`config.mk`:
```
export PLATFORM = sky130hd
export DESIGN_NAME = pinctl_top
export DESIGN_NICKNAME = d
export VERILOG_FILES = /design/src/rtl/pinctl_pkg.sv /design/src/rtl/pinctl_sync.sv /design/src/rtl/pinctl_port.sv /design/src/rtl/pinctl_top.sv
export SDC_FILE = /design/constraint.sdc
export NUM_CORES = 1
export LEC_CHECK = 0
export CORE_MARGIN = 1
export CORE_UTILIZATION = 45
export CTS_CLUSTER_DIAMETER = 100
export DETAILED_ROUTE_END_ITERATION = 8
export PLACE_DENSITY = 0.74
export SYNTH_ARGS = -nofsm -noshare
export SYNTH_HDL_FRONTEND = slang
export SYNTH_SLANG_ARGS = --single-unit
```
`constraint.sdc`:
```
create_clock -name clk -period 4.04 [get_ports clk]
set_input_delay 1.212 -clock clk [delete_from_list [all_inputs] [get_ports clk]]
set_output_delay 1.212 -clock clk [all_outputs]
set_load 0.01 [all_outputs]
```
`src/rtl/pinctl_pkg.sv`:
```
package pinctl_pkg;

    function automatic int port_w(input int p);
        case (p)
            0:       return 5;
            1, 2:    return 2;
            default: return 0;
        endcase
    endfunction

    function automatic int port_base(input int p);
        int s;
        s = 0;
        for (int i = 0; i < p; i++) s += port_w(i);
        return s;
    endfunction

    localparam int NPORT = 3;
    localparam int NPIN  = port_base(NPORT);
    localparam int MAXW  = 8;
    localparam int DW    = 32;
    localparam logic [NPIN-1:0] IRQ_PINS = 9'h1A1;

    function automatic int irq_count();
        int c;
        c = 0;
        for (int i = 0; i < NPIN; i++) if (IRQ_PINS[i]) c++;
        return c;
    endfunction

    function automatic int irq_pin(input int k);
        int c;
        c = 0;
        for (int i = 0; i < NPIN; i++) begin
            if (IRQ_PINS[i]) begin
                if (c == k) return i;
                c++;
            end
        end
        return 0;
    endfunction

    localparam int NIRQ = irq_count();

    typedef enum logic [1:0] {
        REG_FSEL = 2'd0,
        REG_DATA = 2'd1,
        REG_SET  = 2'd2,
        REG_CLR  = 2'd3
    } reg_sel_e;

    typedef struct packed {
        logic [2*MAXW-1:0] fsel;
        logic [MAXW-1:0]   oe;
        logic [MAXW-1:0]   lvl;
    } port_state_t;

    typedef struct packed {
        logic [NPIN-1:0] oe;
        logic [NPIN-1:0] lvl;
    } pad_hold_t;

endpackage

```
`src/rtl/pinctl_sync.sv`:
```
module pinctl_sync #(
    parameter int W      = 1,
    parameter int STAGES = 2
) (
    input  logic         clk,
    input  logic         rst_n,
    input  logic [W-1:0] d,
    output logic [W-1:0] q
);
    logic [W-1:0] st_d [STAGES];
    logic [W-1:0] st_q [STAGES];

    always_comb begin
        st_d[0] = d;
        for (int i = 1; i < STAGES; i++) st_d[i] = st_q[i-1];
    end

    always_ff @(posedge clk or negedge rst_n) begin
        if (!rst_n) begin
            for (int i = 0; i < STAGES; i++) st_q[i] <= '0;
        end else begin
            for (int i = 0; i < STAGES; i++) st_q[i] <= st_d[i];
        end
    end

    assign q = st_q[STAGES-1];
endmodule

```
`src/rtl/pinctl_port.sv`:
```
module pinctl_port
    import pinctl_pkg::*;
#(
    parameter int W = 5
) (
    input  logic          clk,
    input  logic          rst_n,
    input  logic          wr_en,
    input  logic [1:0]    reg_sel,
    input  logic [DW-1:0] wdata,
    input  logic [W-1:0]  pin_sync,
    input  logic [W-1:0]  alt_oe,
    input  logic [W-1:0]  alt_out,
    output logic [DW-1:0] rdata,
    output logic [W-1:0]  live_oe,
    output logic [W-1:0]  live_out
);
    localparam logic [MAXW-1:0]   PMASK = MAXW'((1 << W) - 1);
    localparam logic [2*MAXW-1:0] FMASK = (2*MAXW)'((1 << (2*W)) - 1);

    port_state_t st_d, st_q;

    always_comb begin
        st_d = st_q;
        if (wr_en) begin
            unique case (reg_sel_e'(reg_sel))
                REG_FSEL: st_d.fsel = wdata[2*MAXW-1:0] & FMASK;
                REG_DATA: begin
                    st_d.oe  = wdata[31:24] & PMASK;
                    st_d.lvl = wdata[23:16] & PMASK;
                end
                REG_SET:  st_d.lvl = st_q.lvl | (wdata[23:16] & PMASK);
                REG_CLR:  st_d.lvl = st_q.lvl & ~wdata[23:16];
                default:  st_d = st_q;
            endcase
        end
    end

    always_ff @(posedge clk or negedge rst_n) begin
        if (!rst_n) st_q <= '0;
        else        st_q <= st_d;
    end

    always_comb begin
        unique case (reg_sel_e'(reg_sel))
            REG_FSEL: rdata = {{(DW-2*MAXW){1'b0}}, st_q.fsel};
            REG_DATA: rdata = {st_q.oe, st_q.lvl, 8'h00, MAXW'(pin_sync)};
            default:  rdata = '0;
        endcase
    end

    for (genvar i = 0; i < W; i++) begin : g_pin
        logic use_alt;
        assign use_alt     = |st_q.fsel[2*i +: 2];
        assign live_oe[i]  = use_alt ? alt_oe[i]  : st_q.oe[i];
        assign live_out[i] = use_alt ? alt_out[i] : st_q.lvl[i];
    end
endmodule

```
`src/rtl/pinctl_top.sv`:
```
module pinctl_top
    import pinctl_pkg::*;
#(
    parameter int SYNC_STAGES = 2,
    parameter int AW          = 4
) (
    input  logic            clk,
    input  logic            rst_n,
    input  logic            bus_wr,
    input  logic [AW-1:0]   bus_addr,
    input  logic [DW-1:0]   bus_wdata,
    output logic [DW-1:0]   bus_rdata,
    input  logic [NPIN-1:0] pin_in,
    input  logic [NPIN-1:0] alt_oe,
    input  logic [NPIN-1:0] alt_out,
    input  logic            pwr_down,
    output logic [NPIN-1:0] pin_oe,
    output logic [NPIN-1:0] pin_out,
    output logic [NIRQ-1:0] irq
);
    localparam int PIW = AW - 2;

    logic [NPIN-1:0] sync_lvl;
    logic [NPIN-1:0] live_oe, live_out;
    logic [DW-1:0]   prd [NPORT];
    logic [PIW-1:0]  port_idx;
    pad_hold_t       hold_d, hold_q;

    assign port_idx = bus_addr[AW-1:2];

    pinctl_sync #(.W(NPIN), .STAGES(SYNC_STAGES)) u_sync (
        .clk  (clk),
        .rst_n(rst_n),
        .d    (pin_in),
        .q    (sync_lvl)
    );

    for (genvar g = 0; g < NPORT; g++) begin : g_port
        localparam int W = port_w(g);
        localparam int B = port_base(g);
        logic hit;
        assign hit = (port_idx == PIW'(g));

        pinctl_port #(.W(W)) u_port (
            .clk     (clk),
            .rst_n   (rst_n),
            .wr_en   (bus_wr && hit),
            .reg_sel (bus_addr[1:0]),
            .wdata   (bus_wdata),
            .pin_sync(sync_lvl[B +: W]),
            .alt_oe  (alt_oe[B +: W]),
            .alt_out (alt_out[B +: W]),
            .rdata   (prd[g]),
            .live_oe (live_oe[B +: W]),
            .live_out(live_out[B +: W])
        );
    end

    always_comb begin
        bus_rdata = '0;
        for (int p = 0; p < NPORT; p++) begin
            if (port_idx == PIW'(p)) bus_rdata = prd[p];
        end
    end

    always_comb begin
        hold_d = hold_q;
        if (!pwr_down) begin
            hold_d.oe  = live_oe;
            hold_d.lvl = live_out;
        end
    end

    always_ff @(posedge clk or negedge rst_n) begin
        if (!rst_n) hold_q <= '0;
        else        hold_q <= hold_d;
    end

    assign pin_oe  = pwr_down ? hold_q.oe  : live_oe;
    assign pin_out = pwr_down ? hold_q.lvl : live_out;

    for (genvar k = 0; k < NIRQ; k++) begin : g_irq
        assign irq[k] = sync_lvl[irq_pin(k)];
    end
endmodule

```
======== Yosys cells after proc, flatten, opt, wreduce, memory -nomap -nowiden ========
Cells that the tools add are included.
cells by class
  reduce and logical (&&, ||, !) cells .... 24
  multiplexer cells ....................... 29
  eq/ne operators ......................... 5
  bitwise logic cells ..................... 7
operators by type and width
  cell                                                  count
  case mux 26 bit (2 select lines)                      2
  2-to-1 mux 32 bit                                     3
  case mux 8 bit (3 select lines)                       3
  case mux 29 bit (2 select lines)                      1
  bitwise AND 8 bit                                     3
  2-to-1 mux 1 bit                                      18
  2-to-1 mux 9 bit                                      2
  AND reduction 2 bit                                   9
  OR reduction 2 bit                                    9
  bitwise OR 8 x 2 -> 8 bit                             2
  inverter 8 bit                                        1
  bitwise OR 8 x 5 -> 8 bit                             1
  equality test 2 bit (second input constant)           3
  equality test 2 x 1 -> 1 bit (second input constant)  2
  logical NOT 2 bit                                     2
  logical AND 1 bit                                     3
  nonzero test 3 bit                                    1
storage, ports and cells
  register bits after elaboration ......... 87

======== Depth between registers and ports, before layout ========
Gate-level depths: netlist of run 1.
  depth after elaboration ................. 5
  depth in mapped cells ................... 6

======== Hierarchy ========
A second synthesis of run 1 with hierarchy kept.
unflattened totals
  cells, all modules ...................... 454
  area, all modules ....................... 5,251.3 µm²
modules (own cells, without submodules)
  module                               seq. area each (µm²)  area an instance (µm²)  cells each  instances
  pinctl_port at g_port[1].u_port ...  350.3                 955.9                   91          2
  pinctl_port at g_port[0].u_port      575.6                 1,467.7                 136         1
  pinctl_top                           450.4                 1,421.4                 118         1
  pinctl_sync                          450.4                 450.4                   18          1

======== Least setup slack after synthesis of run 1 ========
Ideal clock, no wire load.
  path type ............................... input -> output
  start ................................... in bus_addr[0]
  end ..................................... out bus_rdata[2]
  slack ................................... 0.605 ns
  data arrival time ....................... 2.223 ns
  stages on the path ...................... 5
  path through ............................ buf_4 > buf_4 > or2_0 > buf_2 > o31ai_1
between the ends
  word-level cells in the longest chain between the ends .. 5
ends and longest elaborated chain
  what                                                                      RTL line           source
  start, declared                                                           pinctl_top.sv:10   input logic [AW-1:0] bus_addr,
  equality test 2 x 1 -> 1 bit / logical NOT 2 bit (equally long branches)  pinctl_port.sv:45  unique case (reg_sel_e'(reg_sel))
  case mux 29 bit (2 select lines)                                          pinctl_port.sv:45
  2-to-1 mux 32 bit (2 in series)                                           pinctl_top.sv:62   if (port_idx == PIW'(p)) bus_rdata = prd[p];
  2-to-1 mux 32 bit *                                                       pinctl_top.sv:62
  end, declared                                                             pinctl_top.sv:12   output logic [DW-1:0] bus_rdata,
Mark *: on every way between the ends. The rest lies on a longest branch, timed or not.

======== Worst setup path after layout of run 1 ========
  start ................................... in bus_addr[2]
  end ..................................... out bus_rdata[21]
between the ends
  word-level cells in the longest chain between the ends .. 4
ends and longest elaborated chain
  what                             RTL line
  logical NOT 2 bit                pinctl_top.sv:62
  2-to-1 mux 32 bit (2 in series)  pinctl_top.sv:62
  2-to-1 mux 32 bit *              pinctl_top.sv:62
Marked as above.

==> results.py, run 1 <==
metrics = {
    "routing": {
        "viasPerCell": 5.36,
        "initialDrtViolationCount": 157,
        "vias": 3158,
        "routed_wl_um": 10200,
        "drc": 15,
        "routedWlPerCell_um": 17.3,
        "detail_route.first_pass.iterations": 8,
        "ant_nets": 0,
    },
    "critical_path": {
        "r2r_start": "g_port[0].u_port.st_q[20]",
        "cp_max_fo": 10,
        "ff2ff_path_depth": 3,
        "cp_data_required_time_ns": 2.83,
        "rrSetupSlack_ns": 2.80,
        "startpoint_type": "input pin",
        "crit_type": "input pin to output port",
        "arrival_ns": 2.78,
        "crit_path_top_delay_cell": "clkdlybuf4s50_1",
        "worstPathCellList": "dlygate4sd2_1 -> bufbuf_16 -> nor2b_4 -> buf_6 -> a22oi_1 -> nor2_1 -> clkdlybuf4s50_1",
        "crit_path_start": "bus_addr[2]",
        "r2r_end": "hold_q[11]",
        "worst_setup_path_end_kind": "output port",
        "critPathMaxStageDelay_ns": 0.53,
    },
    "global_routing": {
        "grt_pass1_wl_um": 16300,
        "grtUsageMet1_pct": 29.9,
        "use_met3_pct": 3.17,
        "busiest_layer": "met2",
        "grt_max_degree": 88,
        "grt_pass1_vias": 3178,
        "grt_antenna_before_repair": 0,
        "use_met2_pct": 36.8,
        "grt_overflow_total": 0,
        "grt_use_total_pct": 22.1,
    },
    "timing": {
        "fin_crit_sh_pct": 98.7,
        "max_slew_margin_pct": 27.3,
        "period_needed_ns": 3.99,
        "slew_viol_final": 0,
        "tightest_slew_ns": 1.09,
        "fin_skew_ns": 0.00507,
        "setup_viol": 0,
        "final-hold-violation-count": 0,
        "final.setup.worst_slack_ns": 0.0510,
        "timing.fmax_mhz": 251,
    },
    "floorplan": {
        "rows": 34,
        "die_y_um": 97.6,
        "dieArea_um2": 9530,
        "fp.dieW_um": 97.6,
        "initial_core_util_pct": 46.7,
        "io_pins": 121,
        "core_region_area_um2": 8810,
    },
    "clock_tree": {
        "clock_sinks": 87,
        "numCtsBuffers": 9,
        "cts_max_level": 3,
        "cts.clk_slew.worst_paths_ns": 0.08,
        "postCtsHoldBufs": 0,
        "clock_path_buffers": 2,
        "insertion_delay_ns": 0.34,
        "cts_root_buffer": "clkbuf_8",
        "cts_tree": "yes",
    },
    "placed_design": {
        "placedCellCount": 567,
        "dp.final_hpwl_um": 7340,
        "io_buffers": 102,
        "place_ws_ns": -0.211,
        "gp_congestion": 0.815,
    },
    "finish": {
        "n_fill_cell": 700,
        "fin_nets": 544,
        "drive_gt1_share_pct": 20.6,
        "utilization_pct": 64.0,
        "fin_cells": 589,
        "diodes": 0,
        "syn2layout_area_growth_pct": 37.0,
    },
    "run_status": {
        "status": "finished, violations left",
        "violations": "DRC",
    },
    "run": {
        "cap_viol_max_count": 0,
    },
    "pwr": {
        "p_leak_nw": 2.66,
        "p_per_area_nw_per_um2": 391,
        "vdd_drop_max_mv": 0.179,
    },
    "synthesis": {
        "synth.largest_area_cell": "dfrtp_1",
        "synth_cells": 354,
        "synth_area_leaders": "dfrtp_1, mux2_2, mux2i_1",
        "synth_top_area_share_pct": 52.9,
        "synthFlopType": "dfrtp_1",
        "postSynthAreaPerCell_um2": 11.6,
        "seq_area_frac_synth_pct": 52.9,
        "ys_types": 47,
        "synth-warning-count": 0,
        "ys_seq_elements": 87,
        "synth_area_um2": 4120,
        "synth_enable_flop_cells": 0,
        "ys_async_sr_fraction_pct": 100,
    },
    "hold_path": {
        "hold_path_end": "u_sync.q[7]",
        "min-delay-start": "u_sync.st_d[7]",
        "min_path_type": "flop to flop",
        "min_delay_path_depth": 0,
    },
}
[repair_timing]
action                                  CTS  global route
setup buffers                             2             3
gates cloned                              1             1
endpoints found under the setup margin   23            10
resized for setup                        27             9
pin swaps                                 0             0
[how the worst max path moves through the flow]
stage	endpoint	slack [ns]	depth (start not counted)
after global placement	bus_rdata[0]	-0.21	6
after CTS	bus_rdata[1]	0.002	6
final	bus_rdata[21]	0.05	7
after detailed placement	bus_rdata[0]	-0.21	6
after global routing	bus_rdata[21]	-0.01	7
after floorplan	bus_rdata[2]	0.60	5
[sequential cells by signal, indices dropped and copies added, names as in the netlist]
name and count:
g_port.u_port.st_q 51, hold_q 18, u_sync.q 9, u_sync.st_d 9
[stage by stage]
stage / hold WS [ns] / total power, mW / setup TNS, ns / instance area, um^2
after floorplan: 0.331 / 1.34 / 0 / 4150
after global placement: 0.332 / 1.59 / -2.85 / 5340
after detailed placement: 0.335 / 1.61 / -3.07 / 5340
after CTS: 0.349 / 2.21 / 0 / 5580
after global routing: 0.365 / 2.31 / -0.0102 / 5640
final: 0.352 / 2.20 / 0 / 5640
[synthesized netlist by cell type, types with 2 or more instances]
master / instances
nand4_1: 2
dfrtp_1: 87
mux2i_1: 22
and3_1: 8
nand2_1: 26
nor2b_1: 5
nor2_1: 25
nand2b_1: 3
a21oi_1: 8
buf_2: 5
and2_1: 5
inv_1: 6
and3b_1: 4
a22o_1: 4
nand3b_1: 2
nand3_1: 3
clkbuf_1: 5
o21a_1: 16
mux2_2: 39
o21ai_0: 25
a22oi_1: 8
buf_4: 17
a211oi_1: 5
[routing by layer]
metal	routed length (um)	share of wire, %	vias to the layer above
met4	147	1.4	0
met3	434	4.3	13
met5	0	0	-
met2	5130	50	97
met1	4480	44	1571
li1	-	-	1477
[worst max-delay path, delay by kind of cell]
kind	cells	cell delay [ns]
buffers and inverters	4	1.25
and+or+nand+nor	2	0.22
AOI/OAI and AO/OA	1	0.08
[report_power, final]
group	internal [mW]	switching (mW)	total, mW
Combinational	0.295	0.234	0.529
Clock	0.316	0.288	0.604
Sequential	0.992	0.0790	1.07
[cells in the final DEF, fill, tap and decap left out, drive strengths merged, types with 4 or more instances in the layout]
master / n
mux2i: 22
nor2b: 6
dfrtp: 87
conb: 9
clkbuf: 14
dlymetal6s2s: 4
and3: 8
a22oi: 8
buf: 32
clkdlybuf4s50: 76
a211oi: 5
o21a: 16
nand2: 27
o21ai: 25
a21oi: 8
inv: 6
and2: 5
a22o: 4
and3b: 4
mux2: 39
clkdlybuf4s15: 4
dlygate4sd2: 16
nor2: 27
[cell type report]
cell class / count / area, um^2 / share of cell area, %
Sequential cell: 87 / 2180 / 38.6
Multi-Input combinational cell: 238 / 1760 / 31.1
Timing Repair Buffer: 135 / 1350 / 24.0
Clock buffer: 12 / 155 / 2.75
Tap cell: 108 / 135 / 2.40
Clock inverter: 3 / 42.5 / 0.754
Inverter: 6 / 22.5 / 0.399
[logic make-up (layout without fill, tap and decap cells)]
family / Yosys count / count (layout) / synth area share, %
and+or+nand+nor: 95 / 95 / 13.5
DFF: 87 / 87 / 52.9
other: 1 / 9 / 0.0911
xor gates and xnor gates: 1 / 1 / 0.213
muxes: 62 / 62 / 16.6
AOI/OAI and AO/OA: 71 / 71 / 11.2
buffers and inverters: 37 / 156 / 5.53
Power figures use the tool's default switching activity.
==> run 2, diff against run 1 <==
--- a/config.mk
+++ b/config.mk
@@ -10,6 +10,7 @@
 export CTS_CLUSTER_DIAMETER = 100
 export DETAILED_ROUTE_END_ITERATION = 8
 export PLACE_DENSITY = 0.74
+export SLEW_MARGIN = 40
 export SYNTH_ARGS = -nofsm -noshare
 export SYNTH_HDL_FRONTEND = slang
 export SYNTH_SLANG_ARGS = --single-unit
==> run 2 against run 1 <==
Compared with the run above: global-route usage unchanged; design area increased by 0.11%; largest power group unchanged; register-to-register slack about the same; via count about the same; setup slack about the same; clock-buffer cell count unchanged; critical path depth unchanged; power about the same; the flow still finishes with violations (DRC).
==> results.py, run 2 (same netlist as run 1, synthesis figures left out) <==
metrics = {
    "pwr": {
        "swShare_pct": 27.3,
        "seqPwrFrac_pct": 48.6,
        "p_switching_uw": 601,
        "combPwrFrac_pct": 24.0,
        "clkPwrFrac_pct": 27.4,
        "vdd_drop_max_mv": 0.179,
        "p_leak_nw": 2.66,
        "p_int_mw": 1.60,
        "p_per_area_nw_per_um2": 390,
    },
    "timing": {
        "fin_skew_ns": 0.00507,
        "setup-tns-final_ns": 0,
        "slew_viol_final": 0,
        "final-hold-violation-count": 0,
        "period_needed_ns": 3.99,
        "tightest_slew_ns": 0.695,
        "setup_viol": 0,
        "fin_crit_sh_pct": 98.7,
        "holdWs_ns": 0.352,
        "max_slew_margin_pct": 53.7,
        "timing.fmax_mhz": 251,
    },
    "hold_path": {
        "min_path_type": "flop to flop",
    },
    "clock_tree": {
        "cts_tree": "yes",
        "clock_sinks": 87,
        "numCtsBuffers": 9,
        "cts_root_buffer": "clkbuf_8",
        "insertion_delay_ns": 0.34,
        "postCtsHoldBufs": 0,
        "clock_path_buffers": 2,
        "cts.clk_slew.worst_paths_ns": 0.08,
        "cts_max_level": 3,
    },
    "placed_design": {
        "dp.final_hpwl_um": 7340,
        "io_buffers": 102,
        "gp_congestion": 0.815,
        "placedCellCount": 567,
    },
    "run": {
        "cap_viol_max_count": 0,
    },
    "routing": {
        "vias": 3161,
        "initialDrtViolationCount": 157,
        "routed_wl_um": 10200,
        "ant_nets": 0,
        "routedWlPerCell_um": 17.3,
        "drc": 15,
        "detail_route.first_pass.iterations": 8,
        "viasPerCell": 5.37,
    },
    "finish": {
        "final_cell_mix": "dfrtp_1, clkdlybuf4s50_1, mux2_2, nand2_1",
        "diodes": 0,
        "fin_cells": 589,
        "syn2layout_area_growth_pct": 37.2,
        "largestRegisters": "g_port.u_port.st_q (51), hold_q (18)",
        "drive_gt1_share_pct": 20.6,
        "final_common_cell": "dfrtp_1",
        "top_register": "g_port.u_port.st_q",
        "fin_nets": 544,
        "largest_reg_flops": 51,
    },
    "global_routing": {
        "grt_use_total_pct": 22.1,
        "grt_overflow_total": 0,
        "grt_max_degree": 88,
        "grt_pass1_wl_um": 16300,
        "grt_antenna_before_repair": 0,
        "grt_pass1_vias": 3178,
    },
    "floorplan": {
        "rows": 34,
        "die_y_um": 97.6,
        "initial_core_util_pct": 46.7,
        "core_region_area_um2": 8810,
        "io_pins": 121,
        "fp.dieW_um": 97.6,
        "dieArea_um2": 9530,
    },
    "critical_path": {
        "worst_setup_path_end_kind": "output port",
        "startpoint_type": "input pin",
        "cp_data_required_time_ns": 2.83,
        "crit_type": "input pin to output port",
        "arrival_ns": 2.78,
        "cp_max_fo": 10,
    },
    "run_status": {
        "violations": "DRC",
        "status": "finished, violations left",
    },
}
[run 2: cell count changes in the layout (fill, tap and decap cells not counted), sizes merged]
| cell | before | now |
|---|---|---|
| clkbuf | 14 | 15 |
| buf | 32 | 31 |
[run 2: power by group through the flow]
stage               Clock (mW)  Combinational (mW)  Sequential [mW]
global placement             0               0.510             1.08
CTS                      0.615               0.526             1.07
floorplan                    0               0.287             1.06
finish                   0.603               0.529             1.07
global route             0.653               0.572             1.09
detailed placement           0               0.521             1.09
[run 2: per-layer routing]
metal / global-route usage [%] / wire (um) / up-vias
met3: 3.17 / 435 / 13
met4: 6.88 / 147 / 0
li1: - / - / 1477
met1: 29.9 / 4480 / 1572
met5: 0 / 0 / -
met2: 36.8 / 5120 / 99
[run 2: critical path: stages]
cell	delay [ns]
dlygate4sd2_1	0.28
bufbuf_16	0.30
nor2b_4	0.14
buf_6	0.14
a22oi_1	0.08
nor2_1	0.08
clkdlybuf4s50_1	0.53
[run 2: worst paths after layout]
path	endpoint	slack [ns]	from	cells past startpoint
setup / recovery	bus_rdata[21]	0.05	bus_addr[2]	7
hold / removal	u_sync.q[7]	0.35	u_sync.st_d[7]	0
setup reg to reg	hold_q[11]	2.80	g_port[0].u_port.st_q[20]	3
hold reg to reg	u_sync.q[7]	0.35	u_sync.st_d[7]	0
max in group asynchronous	u_sync.q[2]	2.64	rst_n	1
min in group asynchronous	u_sync.st_d[0]	0.88	rst_n	1
[run 2: final cells by class]
type | instances | area (um^2)
fillers | 699 | 3160
flip-flops and latches | 87 | 2180
multi-input cells | 238 | 1760
repair buffers | 135 | 1360
clock buffers | 12 | 155
well taps | 108 | 135
clock inverters | 3 | 42.5
inverters | 6 | 22.5
[run 2: repair_timing]
item / in CTS / in global routing
buffers inserted: 2 / 3
cloned: 1 / 1
gates resized for setup: 27 / 9
endpoints found under the setup margin: 23 / 10
[run 2: stage by stage]
stage	worst slack [ns]	total power [mW]	utilization [%]	instance area, um^2
floorplan	0.605	1.34	-	4150
global placement	-0.209	1.59	60.6	5340
detailed placement	-0.211	1.61	60.7	5340
CTS	0.00228	2.21	63.4	5590
global route	-0.0102	2.31	64.1	5650
finish	0.0510	2.20	64.1	5650
==> run 3, diff against run 2 <==
--- a/config.mk
+++ b/config.mk
@@ -5,11 +5,14 @@
 export SDC_FILE = /design/constraint.sdc
 export NUM_CORES = 1
 export LEC_CHECK = 0
+export CELL_PAD_IN_SITES_DETAIL_PLACEMENT = 0
+export CELL_PAD_IN_SITES_GLOBAL_PLACEMENT = 1
 export CORE_MARGIN = 1
-export CORE_UTILIZATION = 45
+export CORE_UTILIZATION = 39
 export CTS_CLUSTER_DIAMETER = 100
 export DETAILED_ROUTE_END_ITERATION = 8
-export PLACE_DENSITY = 0.74
+export DONT_BUFFER_PORTS = 1
+export PLACE_DENSITY = 0.62
 export SLEW_MARGIN = 40
 export SYNTH_ARGS = -nofsm -noshare
 export SYNTH_HDL_FRONTEND = slang
==> run 3 against run 2 <==
Compared with the run above: the run now ends clean; sequential power hardly changed; design area decreased by 24%; combinational power decreased by 42%; critical path type unchanged.
==> results.py, run 3 (same netlist as run 1, synthesis figures left out) <==
metrics = {
    "run_status": {
        "status": "completed",
    },
    "placed_design": {
        "dp.final_hpwl_um": 6830,
        "placedCellCount": 468,
        "io_buffers": 0,
        "place_ws_ns": 0.705,
        "gp_congestion": 0.722,
    },
    "pwr": {
        "seqPwrFrac_pct": 54.2,
        "p_leak_nw": 1.92,
        "p_int_mw": 1.38,
        "clkPwrFrac_pct": 30.2,
        "power_mw": 1.97,
        "p_switching_uw": 594,
        "swShare_pct": 30.1,
        "p_per_area_nw_per_um2": 458,
        "combPwrFrac_pct": 15.6,
        "vdd_drop_max_mv": 0.165,
    },
    "critical_path": {
        "crit_path_top_delay_cell": "o31ai_1",
        "critPathMaxStageDelay_ns": 0.52,
        "rrSetupSlack_ns": 2.47,
        "crit_buf_inv": 0,
        "r2r_start": "g_port[2].u_port.st_q[16]",
        "startpoint_type": "input pin",
        "worstPathCellList": "or2_0 -> o31ai_1",
        "arrival_ns": 2.08,
        "ff2ff_path_depth": 3,
        "r2r_end": "hold_q[7]",
        "cp_data_required_time_ns": 2.83,
        "cp_max_fo": 31,
        "worst_setup_path_end_kind": "output port",
        "crit_type": "input pin to output port",
        "cp_top_family": "compound AO/OA/AOI/OAI gates",
    },
    "hold_path": {
        "min-delay-start": "u_sync.st_d[7]",
        "min_delay_path_depth": 0,
        "hold_path_end": "u_sync.q[7]",
        "min_path_type": "flop to flop",
    },
    "routing": {
        "viasPerCell": 5.26,
        "routed_wl_um": 9930,
        "drc": 0,
        "initialDrtViolationCount": 115,
        "routedWlPerCell_um": 20.5,
        "ant_nets": 0,
        "vias": 2547,
        "detail_route.first_pass.iterations": 4,
    },
    "finish": {
        "fin_cells": 484,
        "syn2layout_area_growth_pct": 4.59,
        "largest_reg_flops": 51,
        "largestRegisters": "g_port.u_port.st_q (51), hold_q (18)",
        "n_fill_cell": 998,
        "diodes": 0,
        "final_cell_mix": "dfrtp_1, mux2_2, nand2_1, nor2_1, o21ai_0",
        "fin_nets": 410,
        "drive_gt1_share_pct": 18.7,
        "top_register": "g_port.u_port.st_q",
        "final_common_cell": "dfrtp_1",
    },
    "timing": {
        "period_needed_ns": 3.29,
        "slew_viol_final": 0,
        "rsz0062_at_grt": "no",
        "fin_crit_sh_pct": 81.6,
        "timing.fmax_mhz": 304,
        "fin_skew_ns": 0.0105,
        "max_slew_margin_pct": 58.1,
        "setup_viol": 0,
        "final-hold-violation-count": 0,
        "tightest_slew_ns": 0.623,
        "setup-tns-final_ns": 0,
        "final.setup.worst_slack_ns": 0.745,
    },
    "clock_tree": {
        "numCtsBuffers": 9,
        "cts-resized-gates": 0,
        "clock_sinks": 87,
        "postCtsHoldBufs": 0,
        "cts_root_buffer": "clkbuf_8",
        "cts.clk_slew.worst_paths_ns": 0.09,
        "insertion_delay_ns": 0.37,
        "cts_tree": "yes",
        "cts_max_level": 3,
        "cts_setup_buffers": 0,
        "clock_path_buffers": 2,
    },
    "global_routing": {
        "grt_max_degree": 88,
        "grt_use_total_pct": 19.1,
        "grt_antenna_before_repair": 0,
        "grt_pass1_wl_um": 15600,
        "grt_overflow_total": 0,
        "grt_pass1_vias": 2686,
    },
    "run": {
        "cap_viol_max_count": 0,
    },
    "floorplan": {
        "initial_core_util_pct": 40.0,
        "dieArea_um2": 11000,
        "core_region_area_um2": 10300,
        "rows": 37,
        "fp.dieW_um": 105,
        "io_pins": 121,
        "die_y_um": 105,
    },
}
-- run 3: layout make-up --
class | count | area [um^2] | share of cell area, %
Clock buffer | 9 | 124 | 2.88
Clock inverter | 7 | 62.6 | 1.45
Inverter | 6 | 22.5 | 0.523
Multi-Input combinational cell | 238 | 1740 | 40.4
Sequential cell | 87 | 2180 | 50.6
Tap cell | 136 | 170 | 3.95
Timing Repair Buffer | 1 | 7.51 | 0.174
-- run 3: worst max-delay path by stage --
stage | start | endpoint | slack [ns] | cells after the start
6_report | bus_addr[1] | bus_rdata[2] | 0.75 | 2
5_1_grt | bus_addr[1] | bus_rdata[0] | 0.65 | 3
4_1_cts | bus_addr[1] | bus_rdata[2] | 0.70 | 2
3_5_place_dp | bus_addr[1] | bus_rdata[2] | 0.71 | 2
3_3_place_gp | bus_addr[1] | bus_rdata[2] | 0.70 | 2
2_1_floorplan | bus_addr[0] | bus_rdata[2] | 0.60 | 5
-- run 3: power by group through the flow --
stage,Combinational [mW],Clock (mW),Sequential (mW)
final,0.307,0.596,1.07
after global routing,0.339,0.649,1.08
after CTS,0.315,0.611,1.07
after detailed placement,0.313,0,1.09
after global placement,0.308,0,1.08
after floorplan,0.287,0,1.06
-- run 3: layer usage --
metal	vias up	track usage, %	wire length (um)
li1	1214	-	-
met1	1252	26.1	4590
met2	74	28.4	4560
met3	7	6.43	682
met4	0	6.14	95
met5	-	0	0
-- run 3: per-stage QoR --
step	cell area [um^2]	hold WS, ns	utilization (%)
2_1_floorplan	4150	0.331	-
3_3_place_gp	4120	0.335	40.1
3_5_place_dp	4120	0.335	40.1
4_1_cts	4300	0.356	41.9
5_1_grt	4300	0.359	41.9
6_report	4300	0.354	41.9
